$ cat src/rtl/lt_pkg.sv
package lt_pkg;
  localparam int KIND_W = 4;

  typedef enum logic [1:0] {
    ST_ISSUED = 2'd0,
    ST_FULL   = 2'd1,
    ST_ALIAS  = 2'd2
  } stat_e;

  // codes 0 and 1 read, all others write-class
  function automatic logic is_wr_class(input logic [KIND_W-1:0] k);
    return k > 4'd1;
  endfunction
endpackage

$ cat src/rtl/lt_line_cam.sv
module lt_line_cam #(
  parameter int ENTRIES = 4,
  parameter int LINE_W  = 12,
  parameter int TS_W    = 8,
  parameter int THRESH  = 64
) (
  input  logic                           clk,
  input  logic                           rst_n,
  input  logic [LINE_W-1:0]              look_line,
  output logic                           look_hit,
  input  logic                           ins_en,
  input  logic [LINE_W-1:0]              ins_line,
  input  logic                           del_en,
  input  logic [LINE_W-1:0]              del_line,
  output logic                           del_hit,
  input  logic [TS_W-1:0]                now,
  output logic                           old_any,
  output logic [$clog2(ENTRIES+1)-1:0]   count
);
  localparam int CW = $clog2(ENTRIES+1);

  logic [ENTRIES-1:0] vld, look_m, del_m, free_oh, old_m;

  generate
    for (genvar i = 0; i < ENTRIES; i++) begin : g_ent
      logic              v_q;
      logic [LINE_W-1:0] t_q;
      logic [TS_W-1:0]   s_q;
      logic [TS_W-1:0]   age;

      assign vld[i]    = v_q;
      assign look_m[i] = v_q && (t_q == look_line);
      assign del_m[i]  = v_q && (t_q == del_line);
      assign age       = now - s_q;
      assign old_m[i]  = v_q && (age >= TS_W'(THRESH));

      always_ff @(posedge clk or negedge rst_n) begin
        if (!rst_n) begin
          v_q <= 1'b0;
          t_q <= '0;
          s_q <= '0;
        end else if (del_en && del_m[i]) begin
          v_q <= 1'b0;
        end else if (ins_en && free_oh[i]) begin
          v_q <= 1'b1;
          t_q <= ins_line;
          s_q <= now;
        end
      end
    end
  endgenerate

  // lowest free slot
  always_comb begin : p_free
    logic seen;
    seen = 1'b0;
    for (int i = 0; i < ENTRIES; i++) begin
      free_oh[i] = !vld[i] && !seen;
      seen       = seen | !vld[i];
    end
  end

  assign look_hit = |look_m;
  assign del_hit  = |del_m;
  assign old_any  = |old_m;
  assign count    = CW'($countones(vld));
endmodule

$ cat src/rtl/lt_age_watch.sv
module lt_age_watch #(
  parameter int THRESH = 64,
  parameter int TS_W   = 8
) (
  input  logic            clk,
  input  logic            rst_n,
  input  logic            start,
  input  logic            busy_next,
  input  logic            old_any,
  output logic [TS_W-1:0] now,
  output logic            err
);
  localparam int TMR_W = $clog2(THRESH+1);

  logic             run_q, err_q, fire;
  logic [TMR_W-1:0] tmr_q;
  logic [TS_W-1:0]  now_q;

  assign fire = run_q && (tmr_q == '0);

  always_ff @(posedge clk or negedge rst_n) begin
    if (!rst_n) begin
      run_q <= 1'b0;
      tmr_q <= '0;
      now_q <= '0;
      err_q <= 1'b0;
    end else begin
      now_q <= now_q + 1'b1;
      if (fire) begin
        if (old_any) err_q <= 1'b1;
        if (busy_next) tmr_q <= TMR_W'(THRESH-1);
        else           run_q <= 1'b0;
      end else if (run_q) begin
        tmr_q <= tmr_q - 1'b1;
      end else if (start) begin
        run_q <= 1'b1;
        tmr_q <= TMR_W'(THRESH-1);
      end
    end
  end

  assign now = now_q;
  assign err = err_q;
endmodule

$ cat src/rtl/line_inflight_tracker.sv
module line_inflight_tracker #(
  parameter int ADDR_W  = 16,
  parameter int OFF_W   = 4,
  parameter int MAX_OUT = 4,
  parameter int THRESH  = 64,
  parameter int CNT_W   = 8
) (
  input  logic                          clk,
  input  logic                          rst_n,
  input  logic                          req_valid,
  output logic                          req_ready,
  input  logic [ADDR_W-1:0]             req_addr,
  input  logic [3:0]                    req_kind,
  output logic [1:0]                    req_status,
  input  logic                          cmp_valid,
  input  logic [ADDR_W-OFF_W-1:0]       cmp_line,
  input  logic                          cmp_is_write,
  output logic                          cmp_err,
  output logic                          wdog_err,
  output logic [$clog2(MAX_OUT+1)-1:0]  out_cnt,
  output logic [CNT_W-1:0]              n_st_on_ld,
  output logic [CNT_W-1:0]              n_st_on_st,
  output logic [CNT_W-1:0]              n_ld_on_st,
  output logic [CNT_W-1:0]              n_ld_on_ld
);
  import lt_pkg::*;

  localparam int LINE_W = ADDR_W - OFF_W;
  localparam int TS_W   = $clog2(THRESH) + 2;
  localparam int CW     = $clog2(MAX_OUT+1);

  logic              ready_q, cmp_err_q, fire, wr_cls;
  logic [LINE_W-1:0] req_line;
  logic              rd_look, wr_look, rd_del, wr_del, del_ok;
  logic              rd_old, wr_old, busy_next;
  logic [CW-1:0]     rd_cnt, wr_cnt, total;
  logic [CW:0]       nxt;
  logic [TS_W-1:0]   now;
  logic              ins_rd, ins_wr, rd_ins_en, wr_ins_en;
  logic [3:0]        bump;
  stat_e             st;
  logic              unused_off;

  assign req_line   = req_addr[ADDR_W-1:OFF_W];
  assign unused_off = ^req_addr[OFF_W-1:0];
  assign fire       = req_valid && ready_q;
  assign total      = rd_cnt + wr_cnt;

  // admission decision: cap first, then cross-table, then same-table
  always_comb begin
    st     = ST_ISSUED;
    ins_rd = 1'b0;
    ins_wr = 1'b0;
    bump   = '0;
    wr_cls = is_wr_class(req_kind);
    if (total >= CW'(MAX_OUT)) begin
      st = ST_FULL;
    end else if (wr_cls) begin
      if (rd_look)      begin st = ST_ALIAS; bump[0] = 1'b1; end
      else if (wr_look) begin st = ST_ALIAS; bump[1] = 1'b1; end
      else              ins_wr = 1'b1;
    end else begin
      if (wr_look)      begin st = ST_ALIAS; bump[2] = 1'b1; end
      else if (rd_look) begin st = ST_ALIAS; bump[3] = 1'b1; end
      else              ins_rd = 1'b1;
    end
  end

  assign rd_ins_en = fire && ins_rd;
  assign wr_ins_en = fire && ins_wr;
  assign del_ok    = cmp_is_write ? wr_del : rd_del;
  assign nxt       = {1'b0, total} + {{CW{1'b0}}, (rd_ins_en | wr_ins_en)}
                   - {{CW{1'b0}}, (cmp_valid && del_ok)};
  assign busy_next = (nxt != '0);

  lt_line_cam #(.ENTRIES(MAX_OUT), .LINE_W(LINE_W), .TS_W(TS_W), .THRESH(THRESH)) u_rd (
    .clk(clk), .rst_n(rst_n),
    .look_line(req_line), .look_hit(rd_look),
    .ins_en(rd_ins_en), .ins_line(req_line),
    .del_en(cmp_valid && !cmp_is_write), .del_line(cmp_line), .del_hit(rd_del),
    .now(now), .old_any(rd_old), .count(rd_cnt)
  );

  lt_line_cam #(.ENTRIES(MAX_OUT), .LINE_W(LINE_W), .TS_W(TS_W), .THRESH(THRESH)) u_wr (
    .clk(clk), .rst_n(rst_n),
    .look_line(req_line), .look_hit(wr_look),
    .ins_en(wr_ins_en), .ins_line(req_line),
    .del_en(cmp_valid && cmp_is_write), .del_line(cmp_line), .del_hit(wr_del),
    .now(now), .old_any(wr_old), .count(wr_cnt)
  );

  lt_age_watch #(.THRESH(THRESH), .TS_W(TS_W)) u_wd (
    .clk(clk), .rst_n(rst_n),
    .start(rd_ins_en | wr_ins_en), .busy_next(busy_next),
    .old_any(rd_old | wr_old), .now(now), .err(wdog_err)
  );

  logic [CNT_W-1:0] ctr_q [4];
  generate
    for (genvar k = 0; k < 4; k++) begin : g_ctr
      always_ff @(posedge clk or negedge rst_n) begin
        if (!rst_n)                ctr_q[k] <= '0;
        else if (fire && bump[k])  ctr_q[k] <= ctr_q[k] + 1'b1;
      end
    end
  endgenerate

  always_ff @(posedge clk or negedge rst_n) begin
    if (!rst_n) begin
      ready_q   <= 1'b0;
      cmp_err_q <= 1'b0;
    end else begin
      ready_q   <= 1'b1;
      cmp_err_q <= cmp_valid && !del_ok;
    end
  end

  assign req_ready  = ready_q;
  assign req_status = st;
  assign cmp_err    = cmp_err_q;
  assign out_cnt    = total;
  assign n_st_on_ld = ctr_q[0];
  assign n_st_on_st = ctr_q[1];
  assign n_ld_on_st = ctr_q[2];
  assign n_ld_on_ld = ctr_q[3];
endmodule

$ cat config.mk
export PLATFORM = sky130hd
export DESIGN_NAME = line_inflight_tracker
export DESIGN_NICKNAME = d
export VERILOG_FILES = /design/src/rtl/lt_pkg.sv /design/src/rtl/lt_line_cam.sv /design/src/rtl/lt_age_watch.sv /design/src/rtl/line_inflight_tracker.sv
export SDC_FILE = /design/constraint.sdc
export NUM_CORES = 1
export LEC_CHECK = 0
export BUFFER_PORTS_ARGS = -buffer_cell sky130_fd_sc_hd__clkbuf_2
export CORE_ASPECT_RATIO = 1.2
export CORE_MARGIN = 5
export CORE_UTILIZATION = 55
export DETAILED_ROUTE_END_ITERATION = 16
export GPL_TIMING_DRIVEN = 0
export PLACE_DENSITY = 0.82
export REMOVE_ABC_BUFFERS = 1
export SLEW_MARGIN = 30
export SYNTH_ARGS = -nofsm -noshare
export SYNTH_HDL_FRONTEND = slang
export SYNTH_SLANG_ARGS = --single-unit
$ cat constraint.sdc
create_clock -name clk -period 6.3 [get_ports clk]
set_clock_uncertainty 0.05 [all_clocks]
set_input_delay 1.89 -clock clk [delete_from_list [all_inputs] [get_ports clk]]
set_output_delay 1.89 -clock clk [all_outputs]
set_load 0.1 [all_outputs]
==> flow_summary.yaml, run 1 <==
clock_network:
  cts_buffers: 23
  resized_after_cts: 0
  cts.htree.levels: 1
  clk-insertion-delay-late_ps: 510
  cts_hold_buffers: 0
  clk_pin_slew_ps: 70
  clock_sinks: 219
  ctsLongestPathBuffers: 3
  tritoncts_clock_tree: "done"
  postCtsSetupRepairBufs: 0
  root_buffer: "clkbuf_16"
timing:
  finalMaxSlewViolations: 0
  worst_slew_pin_slew_ps: 926
  slew_headroom_pct: 37.7
  min_period_over_period_pct: 98.8
  max_freq_mhz: 161
  setup_violations: 0
  post-route-worst-setup-slack_ps: 72.9
  hold_viol: 0
  whs_ps: 416
  finalSetupTns_ps: 0
  finalWorstPathRequiredPeriod_ps: 6230
  rsz0062_at_grt: "false"
placement:
  port_buffers: 71
  gp_congestion: 0.879
  detailedPlace.worstSlack_ps: 92.6
  hpwlAfterDp_um: 19900
  placedCellCount: 1480
  post_dp_cell_area_um2: 13600
critical_path:
  cp.buffers_inverters: 2
  timing.critical_path.mode_cell: "clkbuf_2"
  cp_slowest_cell: "nor4_1"
  worstPathArrival_ps: 4290
  max_stage_delay_ps: 590
  worstPathCellList: "clkbuf_2, xnor2_1, nand3_1, nor4_1, nor4_2, nor2b_1, nor2_1, clkbuf_2"
  timing.critical_path.to_type: "output pin"
  worstSetupStartpointType: "input pin"
  critPathRequiredTime_ps: 4360
  path_class: "input pin to output pin"
  critPathTopFamily: "simple AND/OR/NAND/NOR gates"
  cp_max_fo: 16
detailed_routing:
  route.antenna.remaining_nets: 0
  drtPass1Iterations: 8
  first_iter_violations: 536
  routed-via-count: 8771
  route.detailed.wl_per_inst_um: 19.5
  total_detailed_routing_wirelength_um: 29600
  route.detailed.vias_per_inst: 5.77
  detail_route.drc_violations: 0
yosys:
  synth_top_family_by_area: "XOR/XNOR gates"
  yosys-top-cells-count: "dfrtp_1 (219), xnor2_1 (203), mux2_2 (118)"
  postSynth.asyncResetShare_pct: 100
  synthesis.area_um2: 13200
  synth_fa_ha_area_share_pct: 7.61
  yosys.area.top_type_share_pct: 41.4
  synth.distinct_cells: 59
  syn-mean-instance-area_um2: 11.5
  most_frequently_used_cell_type_in_the_post_synthesis_netlist: "dfrtp_1"
  synth_enable_flop_cells: 0
  synth-compound-area-share_pct: 3.91
  post_synth_inst_count: 1152
  seq_area_frac_synth_pct: 41.4
  synth_ff_type: "dfrtp_1"
  flip_flop_and_latch_count_after_synthesis: 219
  yosysWarningCount: 0
  synth_xor_xnor_area_share_pct: 16.7
  yosys-top-cells-area: "dfrtp_1 (41%), xnor2_1 (13%), mux2_2 (10%)"
  synth_simple_gate_area_share_pct: 9.57
  synthDominantAreaCellType: "dfrtp_1"
  muxShareOfSynthArea_pct: 15.0
layout:
  layout.cells.non_filler: 1521
  design_area_um2: 14400
  multiInputGateArea_um2: 6990
  final-seq-area_um2: 5480
  diodes: 0
  layout.filler_cells: 1865
  design.final.nets: 1300
  utilization_pct: 60.6
  layout-drive-gt1-share_pct: 23.5
  areaGrowthSynthToFinish_pct: 9.08
floorplanning:
  die_width_um: 152
  boundaryPins: 77
  rows: 62
  die-height_um: 180
  floorplan.die_area_um2: 27300
  initial_utilization_pct: 55.5
  fp.coreArea_um2: 23800
status:
  status: "completed"
power:
  power_per_cell_area_nw_per_um2: 367
  irDropWorstVdd_v: 0.000431
  total_power_mw: 5.29
  power_leakage_nw: 6.61
global_routing:
  gr-usage-all-layers_pct: 21.9
  antenna_found_initial: 0
  via_count_of_the_first_global_routing_pass: 9122
  grt_max_degree: 78
  global_route.overflow_total: 0
  grt_first_pass_wirelength_um: 47800
hold_path:
  holdCritPathClass: "register to register"
flow_run:
  cap_viol_max_count: 0
[worst paths after layout]
check	from	end	slack (ps)	depth (start not counted)
max	req_addr[14]	req_status[1]	70	8
min	n_st_on_ld[7]$_DFFE_PN0P_	n_st_on_ld[7]$_DFFE_PN0P_	420	1
max reg2reg	u_rd.g_ent[1].v_q$_DFFE_PN0P_	u_wd.tmr_q[2]$_DFFE_PN0P_	480	21
min reg2reg	n_st_on_ld[7]$_DFFE_PN0P_	n_st_on_ld[7]$_DFFE_PN0P_	420	1
max in group asynchronous	rst_n	u_rd.g_ent[0].t_q[7]$_DFFE_PN0P_	3990	3
min in group asynchronous	rst_n	u_wr.g_ent[3].s_q[1]$_DFFE_PN0P_	1240	1
[layer usage]
layer	share of wire, %	vias up	wire length (um)	track usage, %
li1	-	4024	-	-
met1	39	4406	11700	26.2
met2	50	249	14900	38.5
met3	5.9	92	1750	3.83
met4	4.3	0	1280	9.13
met5	0	-	0	0
[cells in the final DEF (no fill, tap or decap), drive strengths merged, types with 8 or more instances in the layout]
cell type  instances
dfrtp            219
clkbuf           103
mux2i              9
and3               9
nor3              26
nand4             38
nor2b             11
inv               78
nand2             25
nor4              29
nor2              17
ha                74
o21ai             17
nand3             36
xor2              49
xnor2            203
mux2             156
a21oi             15
nand2b             8
[layout make-up]
cell class | count | area share [%]
Sequential cell | 219 | 38.0
Clock inverter | 9 | 1.24
Multi-Input combinational cell | 789 | 48.4
Timing Repair Buffer | 74 | 3.10
Clock buffer | 32 | 4.43
Tap cell | 320 | 2.78
Inverter | 78 | 2.03
[state kept, by name (all words and copies together) (netlist names), 7 cells and up]
register,flops
u_wd.now,8
u_wr.g_ent.s_q,32
u_rd.g_ent.t_q,48
u_rd.g_ent.s_q,32
n_ld_on_st,8
n_ld_on_ld,8
n_st_on_ld,8
n_st_on_st,8
u_wr.g_ent.t_q,48
u_wd.tmr_q,7
[cells by family (layout without fill, tap and decap cells)]
logic type      count (synthesis)  count (layout)
xor+xnor                      252             252
flops                         219             219
simple gates                  217             217
mux                           165             165
buf+inv                       144             193
fa+ha+maj                      78              78
compound gates                 76              76
other cells                     1               1
[power breakdown]
| part | total [mW] | switching, mW | leakage, nW | internal (mW) |
|---|---|---|---|---|
| Sequential | 1.86 | 0.228 | 2.89 | 1.63 |
| Clock | 1.48 | 0.561 | 0.391 | 0.914 |
| Combinational | 1.96 | 1.17 | 3.33 | 0.790 |
| Total | 5.29 | 1.96 | 6.61 | 3.33 |
[worst reg2reg max path, cell delays in order, from the launching register on]
cell	delay (ps)
dfrtp_1	560
inv_1	180
ha_1	340
fa_1	360
inv_1	80
fa_1	420
ha_1	220
xnor2_1	270
xnor2_1	190
inv_1	180
nand3_1	180
nor3b_4	610
inv_1	130
ha_1	320
inv_1	40
ha_1	190
fa_1	380
xor2_1	150
nor3_1	160
nand3_1	100
o22a_1	300
a31o_2	280
Power figures use the tool's default switching activity.
==> inputs of run 2 (changes only) <==
MAX_ROUTING_LAYER = met4   (was unset)
SYNTH_HIERARCHICAL = 1   (was unset)
==> run 2 against run 1 <==
  * Flip-flop and latch count is the same
  * Clock-buffer cell count shrank 1
  * Core utilization grew 0.79 points
  * Critical path type unchanged
  * Critical endpoint unchanged
  * Highest routed layer unchanged
  * Total power grew 13%
  * Sequential power grew 18%
  * Synthesized cell count grew 1.5%
  * Critical path depth grew 1
  * Register-to-register slack lost 190 ps
  * Via count grew 3.2%
==> flow_summary.yaml, run 2 <==
yosys:
  yosys.area.top_type_share_pct: 41.4
  synth_enable_flop_cells: 0
  flip_flop_and_latch_count_after_synthesis: 219
  synth_ff_type: "dfrtp_1"
  synth.distinct_cells: 71
  post_synth_inst_count: 1169
  syn-mean-instance-area_um2: 11.3
  yosys-top-cells-count: "dfrtp_1 (219), xnor2_1 (135), mux2_2 (111)"
  synthesis.area_um2: 13300
  seq_area_frac_synth_pct: 41.4
  postSynth.asyncResetShare_pct: 100
  synthDominantAreaCellType: "dfrtp_1"
  yosysWarningCount: 6
  most_frequently_used_cell_type_in_the_post_synthesis_netlist: "dfrtp_1"
  yosys-top-cells-area: "dfrtp_1 (41%), mux2_2 (9.4%), xnor2_1 (8.9%)"
floorplanning:
  die-height_um: 180
  floorplan.die_area_um2: 27300
  initial_utilization_pct: 55.6
  fp.coreArea_um2: 23800
  boundaryPins: 77
  die_width_um: 152
  rows: 62
layout:
  layout.cells.non_filler: 1562
  areaGrowthSynthToFinish_pct: 10.3
  design.final.nets: 1346
  layout-drive-gt1-share_pct: 24.1
  mostFrequentLayoutCells: "dfrtp_1 (218), xnor2_1 (135), mux2_2 (111)"
  reg_top3: "u_rd/g_ent.t_q x48, u_wr/g_ent.t_q x48"
  diodes: 0
  most_frequent_standard_cell_in_the_layout_excluding_fill_and_tap_cells: "dfrtp_1"
clock_network:
  tritoncts_clock_tree: "done"
  clock_sinks: 219
  clk_pin_slew_ps: 60
  cts.htree.levels: 1
  root_buffer: "clkbuf_16"
  cts_buffers: 23
  clk-insertion-delay-late_ps: 520
  cts_hold_buffers: 0
  ctsLongestPathBuffers: 3
power:
  swShare_pct: 39.7
  power_leakage_nw: 6.84
  switching_power_mw: 2.38
  internal_power_mw: 3.61
  power.share.clock_pct: 21.8
  seq_power_share_pct: 36.5
  power.share.combinational_pct: 41.7
  irDropWorstVdd_v: 0.000300
  power_per_cell_area_nw_per_um2: 410
timing:
  max_freq_mhz: 163
  finalMaxSlewViolations: 0
  whs_ps: 414
  hold_viol: 0
  min_period_over_period_pct: 97.2
  finalWorstPathRequiredPeriod_ps: 6130
  setup_violations: 0
  worst_slew_pin_slew_ps: 848
  rsz0062_at_grt: "false"
  slew_headroom_pct: 43.5
placement:
  port_buffers: 71
  hpwlAfterDp_um: 19800
  gp_congestion: 0.853
  placedCellCount: 1522
hold_path:
  hold-path-cell-count: 1
  hold_path.startpoint: "n_st_on_st[7]$_DFFE_PN0P_"
  holdCritPathClass: "register to register"
  hold-path-endpoint: "n_st_on_st[7]$_DFFE_PN0P_"
critical_path:
  endpoint_of_the_worst_slack_reg_to_reg_timing_path: "u_wd/tmr_q[2]$_DFFE_PN0P_"
  worstPathArrival_ps: 4190
  reg2reg_from: "u_rd/g_ent[0].v_q$_DFFE_PN0P_"
  startpoint: "req_addr[15]"
  r2r_cells: 22
  path_class: "input pin to output pin"
  timing.critical_path.to_type: "output pin"
  r2r_setup_slack_ps: 290
  critPathRequiredTime_ps: 4360
  cp_max_fo: 16
  worstSetupStartpointType: "input pin"
detailed_routing:
  drtPass1Iterations: 5
  detail_route.drc_violations: 0
  first_iter_violations: 570
  route.detailed.wl_per_inst_um: 19.1
  route.detailed.vias_per_inst: 5.80
  total_detailed_routing_wirelength_um: 29900
  route.antenna.remaining_nets: 0
  routed-via-count: 9054
global_routing:
  global_route.overflow_total: 0
  grt_max_degree: 82
  gr-usage-all-layers_pct: 22.6
  grt_first_pass_wirelength_um: 48500
  via_count_of_the_first_global_routing_pass: 9498
  antenna_found_initial: 0
flow_run:
  cap_viol_max_count: 0
status:
  status: "completed"
## run 2: what timing repair did
item | 4_1_cts | 5_1_grt
endpoints found under the hold margin | 0 | 0
pin swaps | 0 | 1
setup buffers | 0 | 3
gates resized for setup | 1 | 2
endpoints found under the setup margin | 1 | 3
## run 2: final cells by class
type	instances	area, um^2
clock buffer	31	646
clock inverter	6	61.3
fill	1802	9200
inverter	91	342
multi-input combinational	813	7190
sequential	219	5480
tap	320	400
timing repair buffer	82	494
## run 2: how the worst max path moves through the flow
stage                                endpoint  slack, ps  cells past startpoint
floorplan                       req_status[1]        340                      6
global placement    n_st_on_st[0]$_DFFE_PN0P_      -1020                      1
detailed placement  u_wd/tmr_q[2]$_DFFE_PN0P_       -110                     17
CTS                             req_status[1]         80                      8
global route                    req_status[1]          2                      9
finish                          req_status[1]        170                      9
## run 2: kinds of logic after synthesis
kind of cell	Yosys count	synth area share, %
flip-flops	219	41.4
adder cells (fa/ha/maj)	79	7.69
AND/OR/NAND/NOR	238	10.8
multiplexers	157	14.4
AO/OA/AOI/OAI	94	4.74
buffers and inverters	137	4.63
XOR/XNOR	244	16.4
other	1	0.0283
## run 2: power by group through the flow
stage | clock, mW | combinational (mW) | sequential (mW)
after floorplan | 0 | 1.99 | 2.12
after global placement | 0 | 2.35 | 2.17
after detailed placement | 0 | 2.47 | 2.20
after CTS | 1.33 | 2.50 | 2.18
after global routing | 1.39 | 2.71 | 2.23
final | 1.30 | 2.49 | 2.19
## run 2: metrics by stage
step	total power [mW]	utilization (%)	TNS [ps]	instance area, um^2	setup slack (ps)
global route	6.33	61.4	0	14600	1.85
CTS	6.01	61.3	0	14600	77.2
global placement	4.52	57.7	-219090	13700	-1020
detailed placement	4.67	58.3	-413	13900	-110
floorplan	4.12	-	0	13000	341
finish	5.99	61.4	0	14600	175
## run 2: critical path, stage by stage
cell and delay, ps:
clkbuf_2 320, xnor2_1 310, nand4_1 110, nor4_1 280, nand4_1 190, nand4_1 380
nor2_1 140, nor2_1 110, buf_2 430
## run 2: layer usage
metal  GRT usage (%)  up-vias  wire [um]
met5               -        -          0
met4            8.52        0       1010
met3            2.99       74       1580
met2            38.3      273      15100
met1            27.5     4521      12200
li1                -     4186          -
